### src/rtl/phwe_pkg.sv
`timescale 1ns/1ps
package phwe_pkg;

    // Alignment state of the phase counter against the system clock.
    typedef enum logic {
        ST_SEEK = 1'b0,   // not yet aligned: writes blocked
        ST_RUN  = 1'b1    // aligned: writes allowed
    } sync_state_e;

endpackage

### src/rtl/phwe_edge_track.sv
`timescale 1ns/1ps
// Detects system-clock rising edges by sampling its level on the
// falling memory-clock edge (mid-phase, away from any race).
module phwe_edge_track (
    input  logic mem_clk,
    input  logic rst_n,
    input  logic sys_clk,
    output logic sys_rise
);

    logic lvl_now_q;
    logic lvl_old_q;

    always_ff @(negedge mem_clk or negedge rst_n) begin
        if (!rst_n) begin
            lvl_now_q <= 1'b1;
            lvl_old_q <= 1'b1;
        end else begin
            lvl_old_q <= lvl_now_q;
            lvl_now_q <= sys_clk;
        end
    end

    assign sys_rise = lvl_now_q & ~lvl_old_q;

    // a detected rise lasts exactly one memory period
    a_r3_single_rise: assert property (@(posedge mem_clk) disable iff (!rst_n)
        sys_rise |=> !sys_rise);

endmodule

### src/rtl/phwe_phase_cnt.sv
`timescale 1ns/1ps
// Phase counter on the memory clock, reloaded on every detected system rise.
module phwe_phase_cnt #(
    parameter int NUM_PHASES = 4,
    localparam int PH_W = $clog2(NUM_PHASES)
) (
    input  logic            mem_clk,
    input  logic            rst_n,
    input  logic            realign,
    output logic [PH_W-1:0] phase
);

    localparam logic [PH_W-1:0] LAST_PH   = PH_W'(NUM_PHASES - 1);
    localparam logic [PH_W-1:0] RELOAD_PH = PH_W'(1);

    logic [PH_W-1:0] cnt_q;

    always_ff @(posedge mem_clk or negedge rst_n) begin
        if (!rst_n) begin
            cnt_q <= '0;
        end else if (realign) begin
            // the rise was seen at the edge ending phase 0
            cnt_q <= RELOAD_PH;
        end else if (cnt_q == LAST_PH) begin
            cnt_q <= '0;
        end else begin
            cnt_q <= cnt_q + 1'b1;
        end
    end

    assign phase = cnt_q;

    // free-running step with wrap
    a_r2_step: assert property (@(posedge mem_clk) disable iff (!rst_n)
        !realign |=> (cnt_q == (($past(cnt_q) == LAST_PH) ? '0 : $past(cnt_q) + 1'b1)));

    // realignment lands on phase 1
    a_r3_reload: assert property (@(posedge mem_clk) disable iff (!rst_n)
        realign |=> (cnt_q == RELOAD_PH));

endmodule

### src/rtl/phwe_sync_fsm.sv
`timescale 1ns/1ps
// Lock / slip state machine.
module phwe_sync_fsm
    import phwe_pkg::*;
#(
    parameter int PH_W = 2
) (
    input  logic            mem_clk,
    input  logic            rst_n,
    input  logic            sys_rise,
    input  logic [PH_W-1:0] phase,
    output logic            run,
    output logic            slip
);

    sync_state_e state_q;
    sync_state_e state_d;

    logic at_zero;
    assign at_zero = (phase == '0);

    always_comb begin
        state_d = state_q;
        unique case (state_q)
            ST_SEEK: if (sys_rise && at_zero)  state_d = ST_RUN;   // lock
            ST_RUN:  if (sys_rise && !at_zero) state_d = ST_SEEK;  // slip
        endcase
    end

    always_ff @(posedge mem_clk or negedge rst_n) begin
        if (!rst_n) state_q <= ST_SEEK;
        else        state_q <= state_d;
    end

    always_comb begin
        run  = (state_q == ST_RUN);
        slip = (state_q == ST_RUN) && sys_rise && !at_zero;
    end

    // lock transition
    a_r7_lock: assert property (@(posedge mem_clk) disable iff (!rst_n)
        (!run && sys_rise && at_zero) |=> run);

    // slip transition
    a_r8_slip_state: assert property (@(posedge mem_clk) disable iff (!rst_n)
        (sys_rise && !at_zero) |=> !run);

endmodule

### src/rtl/phwe_strobe.sv
`timescale 1ns/1ps
// Shapes the active-low write strobe inside one system cycle.
module phwe_strobe #(
    parameter int NUM_PHASES = 4,
    parameter int FALL_PHASE = 1,
    parameter int RISE_PHASE = 3,
    localparam int PH_W = $clog2(NUM_PHASES)
) (
    input  logic            mem_clk,
    input  logic            rst_n,
    input  logic            run,
    input  logic            slip,
    input  logic            wr_req,
    input  logic [PH_W-1:0] phase,
    output logic            we_n
);

    // strobe changes at the edge that ends the phase before each boundary
    localparam logic [PH_W-1:0] FALL_PRE = PH_W'(FALL_PHASE - 1);
    localparam logic [PH_W-1:0] RISE_PRE = PH_W'(RISE_PHASE - 1);

    logic we_n_q;

    always_ff @(posedge mem_clk or negedge rst_n) begin
        if (!rst_n) begin
            we_n_q <= 1'b1;
        end else if (!run || slip) begin
            we_n_q <= 1'b1;
        end else if (phase == FALL_PRE) begin
            we_n_q <= ~wr_req;
        end else if (phase == RISE_PRE) begin
            we_n_q <= 1'b1;
        end
    end

    assign we_n = we_n_q;

    // an accepted request pulls the strobe low
    a_r4_fall: assert property (@(posedge mem_clk) disable iff (!rst_n)
        (run && !slip && phase == FALL_PRE && wr_req) |=> !we_n_q);

    // strobe always released at the closing boundary
    a_r4_release: assert property (@(posedge mem_clk) disable iff (!rst_n)
        (phase == RISE_PRE) |=> we_n_q);

    // no request, no strobe
    a_r5_idle: assert property (@(posedge mem_clk) disable iff (!rst_n)
        (phase == FALL_PRE && !wr_req) |=> we_n_q);

    // blocked while unaligned
    a_r7_blocked: assert property (@(posedge mem_clk) disable iff (!rst_n)
        !run |=> we_n_q);

    // slip forces the strobe high
    a_r8_slip_high: assert property (@(posedge mem_clk) disable iff (!rst_n)
        slip |=> we_n_q);

    // request ignored away from the sampling boundary
    a_r9_hold: assert property (@(posedge mem_clk) disable iff (!rst_n)
        (run && !slip && phase != FALL_PRE && phase != RISE_PRE) |=> $stable(we_n_q));

endmodule

### src/rtl/phased_we_gen.sv
`timescale 1ns/1ps
module phased_we_gen #(
    parameter int NUM_PHASES = 4,
    parameter int FALL_PHASE = 1,
    parameter int RISE_PHASE = 3,
    localparam int PH_W = $clog2(NUM_PHASES)
) (
    input  logic            mem_clk,
    input  logic            sys_clk,
    input  logic            rst_n,
    input  logic            wr_req,
    output logic            mem_we_n,
    output logic [PH_W-1:0] phase
);

    logic sys_rise;
    logic run;
    logic slip;

    phwe_edge_track u_edge (
        .mem_clk  (mem_clk),
        .rst_n    (rst_n),
        .sys_clk  (sys_clk),
        .sys_rise (sys_rise)
    );

    phwe_phase_cnt #(
        .NUM_PHASES (NUM_PHASES)
    ) u_cnt (
        .mem_clk (mem_clk),
        .rst_n   (rst_n),
        .realign (sys_rise),
        .phase   (phase)
    );

    phwe_sync_fsm #(
        .PH_W (PH_W)
    ) u_fsm (
        .mem_clk  (mem_clk),
        .rst_n    (rst_n),
        .sys_rise (sys_rise),
        .phase    (phase),
        .run      (run),
        .slip     (slip)
    );

    phwe_strobe #(
        .NUM_PHASES (NUM_PHASES),
        .FALL_PHASE (FALL_PHASE),
        .RISE_PHASE (RISE_PHASE)
    ) u_strobe (
        .mem_clk (mem_clk),
        .rst_n   (rst_n),
        .run     (run),
        .slip    (slip),
        .wr_req  (wr_req),
        .phase   (phase),
        .we_n    (mem_we_n)
    );

    // strobe low only inside the middle window
    a_r4_window: assert property (@(posedge mem_clk) disable iff (!rst_n)
        !mem_we_n |-> (phase >= PH_W'(FALL_PHASE) && phase < PH_W'(RISE_PHASE)));

    // idle outputs while in reset (checked mid-period)
    always @(negedge mem_clk) begin
        if (!rst_n) begin
            a_r1_reset_idle: assert (mem_we_n && phase == '0);
        end
    end

endmodule

### config.mk
export PLATFORM = sky130hd
export DESIGN_NAME = phased_we_gen
export DESIGN_NICKNAME = d
export VERILOG_FILES = /design/src/rtl/phwe_pkg.sv /design/src/rtl/phwe_edge_track.sv /design/src/rtl/phwe_phase_cnt.sv /design/src/rtl/phwe_sync_fsm.sv /design/src/rtl/phwe_strobe.sv /design/src/rtl/phased_we_gen.sv
export SDC_FILE = /design/constraint.sdc
export NUM_CORES = 1
export LEC_CHECK = 0
export ABC_AREA = 1
export BUFFER_PORTS_ARGS = -buffer_cell sky130_fd_sc_hd__buf_2
export CAP_MARGIN = 40
export CORE_AREA = 2 2 39 41
export CTS_CLUSTER_DIAMETER = 200
export DETAILED_ROUTE_END_ITERATION = 10
export DIE_AREA = 0 0 41 43
export GPL_TIMING_DRIVEN = 0
export SYNTH_ARGS = -nofsm -noshare
export SYNTH_HDL_FRONTEND = slang
export SYNTH_SLANG_ARGS = --single-unit
### constraint.sdc
create_clock -name mem_clk -period 1.15 [get_ports mem_clk]
set_input_delay 0.23 -clock mem_clk [delete_from_list [all_inputs] [get_ports mem_clk]]
set_output_delay 0.23 -clock mem_clk [all_outputs]
set_load 0.03 [all_outputs]
# Word level (Yosys, flattened, before mapping)
# Cells that the tools add are included.
# W data, S select, Z words.
# word_totals
reg_bits	6
# classes
addsub	1
eq_ne	2
mux	8
bitwise_logic	4
n_reduce_logical	9
# op_table
op	n
$mux W1	5
$eq A2 B2 Y1 const B	2
$logic_and A1 B1 Y1	4
$mux W2	2
$not A1 Y1	3
$reduce_bool A3 Y1	1
$add A2 B1 Y2 const B	1
$logic_not A1 Y1	2
$logic_not A2 Y1	1
$pmux W1 S2	1
$and A1 B1 Y1	1
$logic_or A1 B1 Y1	1

# Depth between registers and ports, before layout
# depth
word_depth	6
ltp_mapped	5

# By module
# A second synthesis with hierarchy kept.
# hier_totals
hier_cells	31
hier_area_um2	266.5
# by_module_without_submodules
mod	instances	cells_each	area_each_um2	seq_area_each_um2
phwe_phase_cnt	1	7	82.6	50.0
phwe_edge_track	1	5	66.3	52.6
phwe_strobe	1	11	63.8	26.3
phwe_sync_fsm	1	8	53.8	25.0

==> qor.csv <==
metric,value,unit
area_growth_syn_to_layout,40.48,%
synth_nets,32,
h-tree-depth,1,
synth_edf_count,0,
cts_setup_buffers,0,
async_flop_share,100.0,%
diodes,0,
clock_skew,0.05571,ns
cts_tree,yes,
dieHeight,43,um
r2r_setup_slack,-0.31,ns
yosys_warnings,0,
critPathLaunchType,register,
drive_gt1_share,40.54,%
gp_congestion,0.6940,
worst_slew_pin_slew,0.1343,ns
synth_ff_type,dfstp_2,
synthTopCellsByArea,"dfstp_2, dfrtp_1, ha_1",
grt_util_all_layers,7.677,%
hold_class,in2reg,
globalRouteOverflowTotal,0,
ios,7,
yosys.area_share.xor_xnor,0,%
synth_compound_area_share,10.48,%
hold_viol_final,0,
synth_mux_area_share,0,%
die_area,1763,um^2
num_rows,14,
combPwrFrac,34.3,%
grt_pass1_vias,194,
vias,198,
drv_cap,0,
cp-startpoint,u_edge.lvl_now_q,
swShare,38.09,%
whs,0.2727,ns
clkPwrFrac,27.6,%
clock_latency,0.30,ns
synth_top_family_by_area,adder cells,
crit_arrival,1.59,ns
clk_pin_slew,0.05,ns
critPathKind,reg2reg,
drv_slew,0,
synth_fa_ha_area_share,14.29,%
syn_avg_cell_area,10.51,um^2
violations,negative setup slack,
ant_nets,0,
core_area,1384,um^2
root_buffer,clkbuf_4,
yosysTopAreaCell,dfstp_2,
netlist_top_cells_count,"inv_1, dfrtp_1, dfstp_2, ha_1",
p_switching,329.1,uW
crit_fanout,4,
start_util,18.99,%
ir_worst_vdd,0.6863,mV
p_seq_share,38.1,%
antenna_found_initial,0,
drt_iter0_markers,4,
die_w,41,um
ys_seq_area_share,58.57,%
power.leakage,0.0001931,uW
num-fill-cells,152,
p_int,535.0,uW
dp.cells,47,
cts_buffers,3,
grt_max_degree,7,
setup_viol,4,
num-nets-final,45,
synth-simple-area-share,6.667,%
clock-sinks,6,
max-slew-margin-rel,90.95,%
wl,421,um
drc,0,
crit_required,1.29,ns
detail_route.wl_per_cell,7.943,um
status,"complete, but fails checks",
r2r_cells,3,
rr_startpoint,u_edge.lvl_now_q,
synth-seq-cells,6,
via_per_inst,3.736,
cts.path.max_buffers,2,
worst_slack,-0.3059,ns
fin_cells,53,
dr.pass1.iters,4,
ys_types,10,
cellPowerDensity,2341,nW/um^2
endpoint_kind,register,
io_buffers,6,
netlist.area_leader.share,30.00,%
syn_area,262.8,um^2
rsz0062_at_grt,yes,
synth_most_common_cell,inv_1,
syn_inst,25,
grt_pass1_wl,772,um
repair_timing:
action / 4_1_cts / 5_1_grt
hold buffers: 1 / 0
endpoints found under the setup margin: 5 / 5
gates resized for setup: 2 / 2
endpoints found under the hold margin: 4 / 0
pin swaps: 0 / 1
layout by cell type, fill, tap and decap left out:
| master | n |
|---|---|
| a21boi_0 | 1 |
| a21oi_1 | 1 |
| buf_2 | 5 |
| buf_6 | 1 |
| clkbuf_1 | 1 |
| clkbuf_4 | 3 |
| dfrtp_1 | 3 |
| dfstp_2 | 3 |
| dlygate4sd3_1 | 1 |
| ha_1 | 3 |
| inv_1 | 7 |
| inv_2 | 1 |
| nand2_2 | 1 |
| nand2_4 | 1 |
| nand3_1 | 2 |
| o21ai_0 | 1 |
| o21ai_1 | 2 |
cell type report:
cell class / instances / area, um^2 / share of cell area, %
sequential: 6 / 153.9 / 41.70
multi-input combinational: 12 / 92.59 / 25.08
timing repair buffer: 7 / 46.29 / 12.54
clock buffer: 4 / 26.28 / 7.119
inverter: 6 / 22.52 / 6.102
tap: 16 / 20.02 / 5.424
clock inverter: 2 / 7.507 / 2.034
power by group through the flow:
| stage | Combinational, uW | Sequential, uW | Clock (uW) |
|---|---|---|---|
| 3_5_place_dp | 287 | 330 | 16.3 |
| 6_report | 297 | 329 | 239 |
| 4_1_cts | 300 | 329 | 254 |
| 3_3_place_gp | 282 | 325 | 16.3 |
| 2_1_floorplan | 125 | 406 | 16.3 |
| 5_1_grt | 348 | 340 | 283 |
cell families (layout without fill, tap and decap cells):
logic type      count (synthesis)  after routing
flops                           6              6
fa+ha+maj                       3              3
compound gates                  5              5
buf+inv                         7             19
simple gates                    4              4
how the worst min path moves through the flow:
stage / end / slack (ns) / cells past startpoint / start
2_1_floorplan: async pin / -0.07 / 0 / rst_n
3_3_place_gp: async pin / 0.06 / 1 / rst_n
3_5_place_dp: u_cnt.phase[1] / 0.06 / 1 / rst_n
4_1_cts: u_strobe.we_n / 0.27 / 4 / wr_req
5_1_grt: u_strobe.we_n / 0.29 / 4 / wr_req
6_report: u_strobe.we_n / 0.27 / 4 / wr_req
stage by stage:
stage	setup slack (ns)	utilization [%]	total power, uW	TNS (ns)	area [um^2]
finish	-0.3059	26.67	864.1	-1.096	369.1
global route	-0.3547	26.67	971.8	-1.377	369.1
CTS	-0.3179	26.13	883.0	-1.107	361.6
detailed placement	-0.2734	22.78	633.0	-0.9097	315.3
global placement	-0.2619	22.78	623.3	-0.8641	315.3
floorplan	-0.2206	-	547.4	-0.7679	265.3
metal layers:
metal | routed length [um] | vias up | GRT usage, %
li1 | - | 102 | -
met4 | 0 | 0 | 6.000
met2 | 202 | 5 | 8.125
met5 | 0 | - | 0
met1 | 190 | 91 | 8.525
met3 | 28 | 0 | 7.853
critical path, cell delays in order (launching register included):
cell,delay (ns)
dfstp_2,0.56
nand2_4,0.07
nand2_2,0.04
o21ai_1,0.05
No activity file was read; power rests on OpenSTA's default activity.
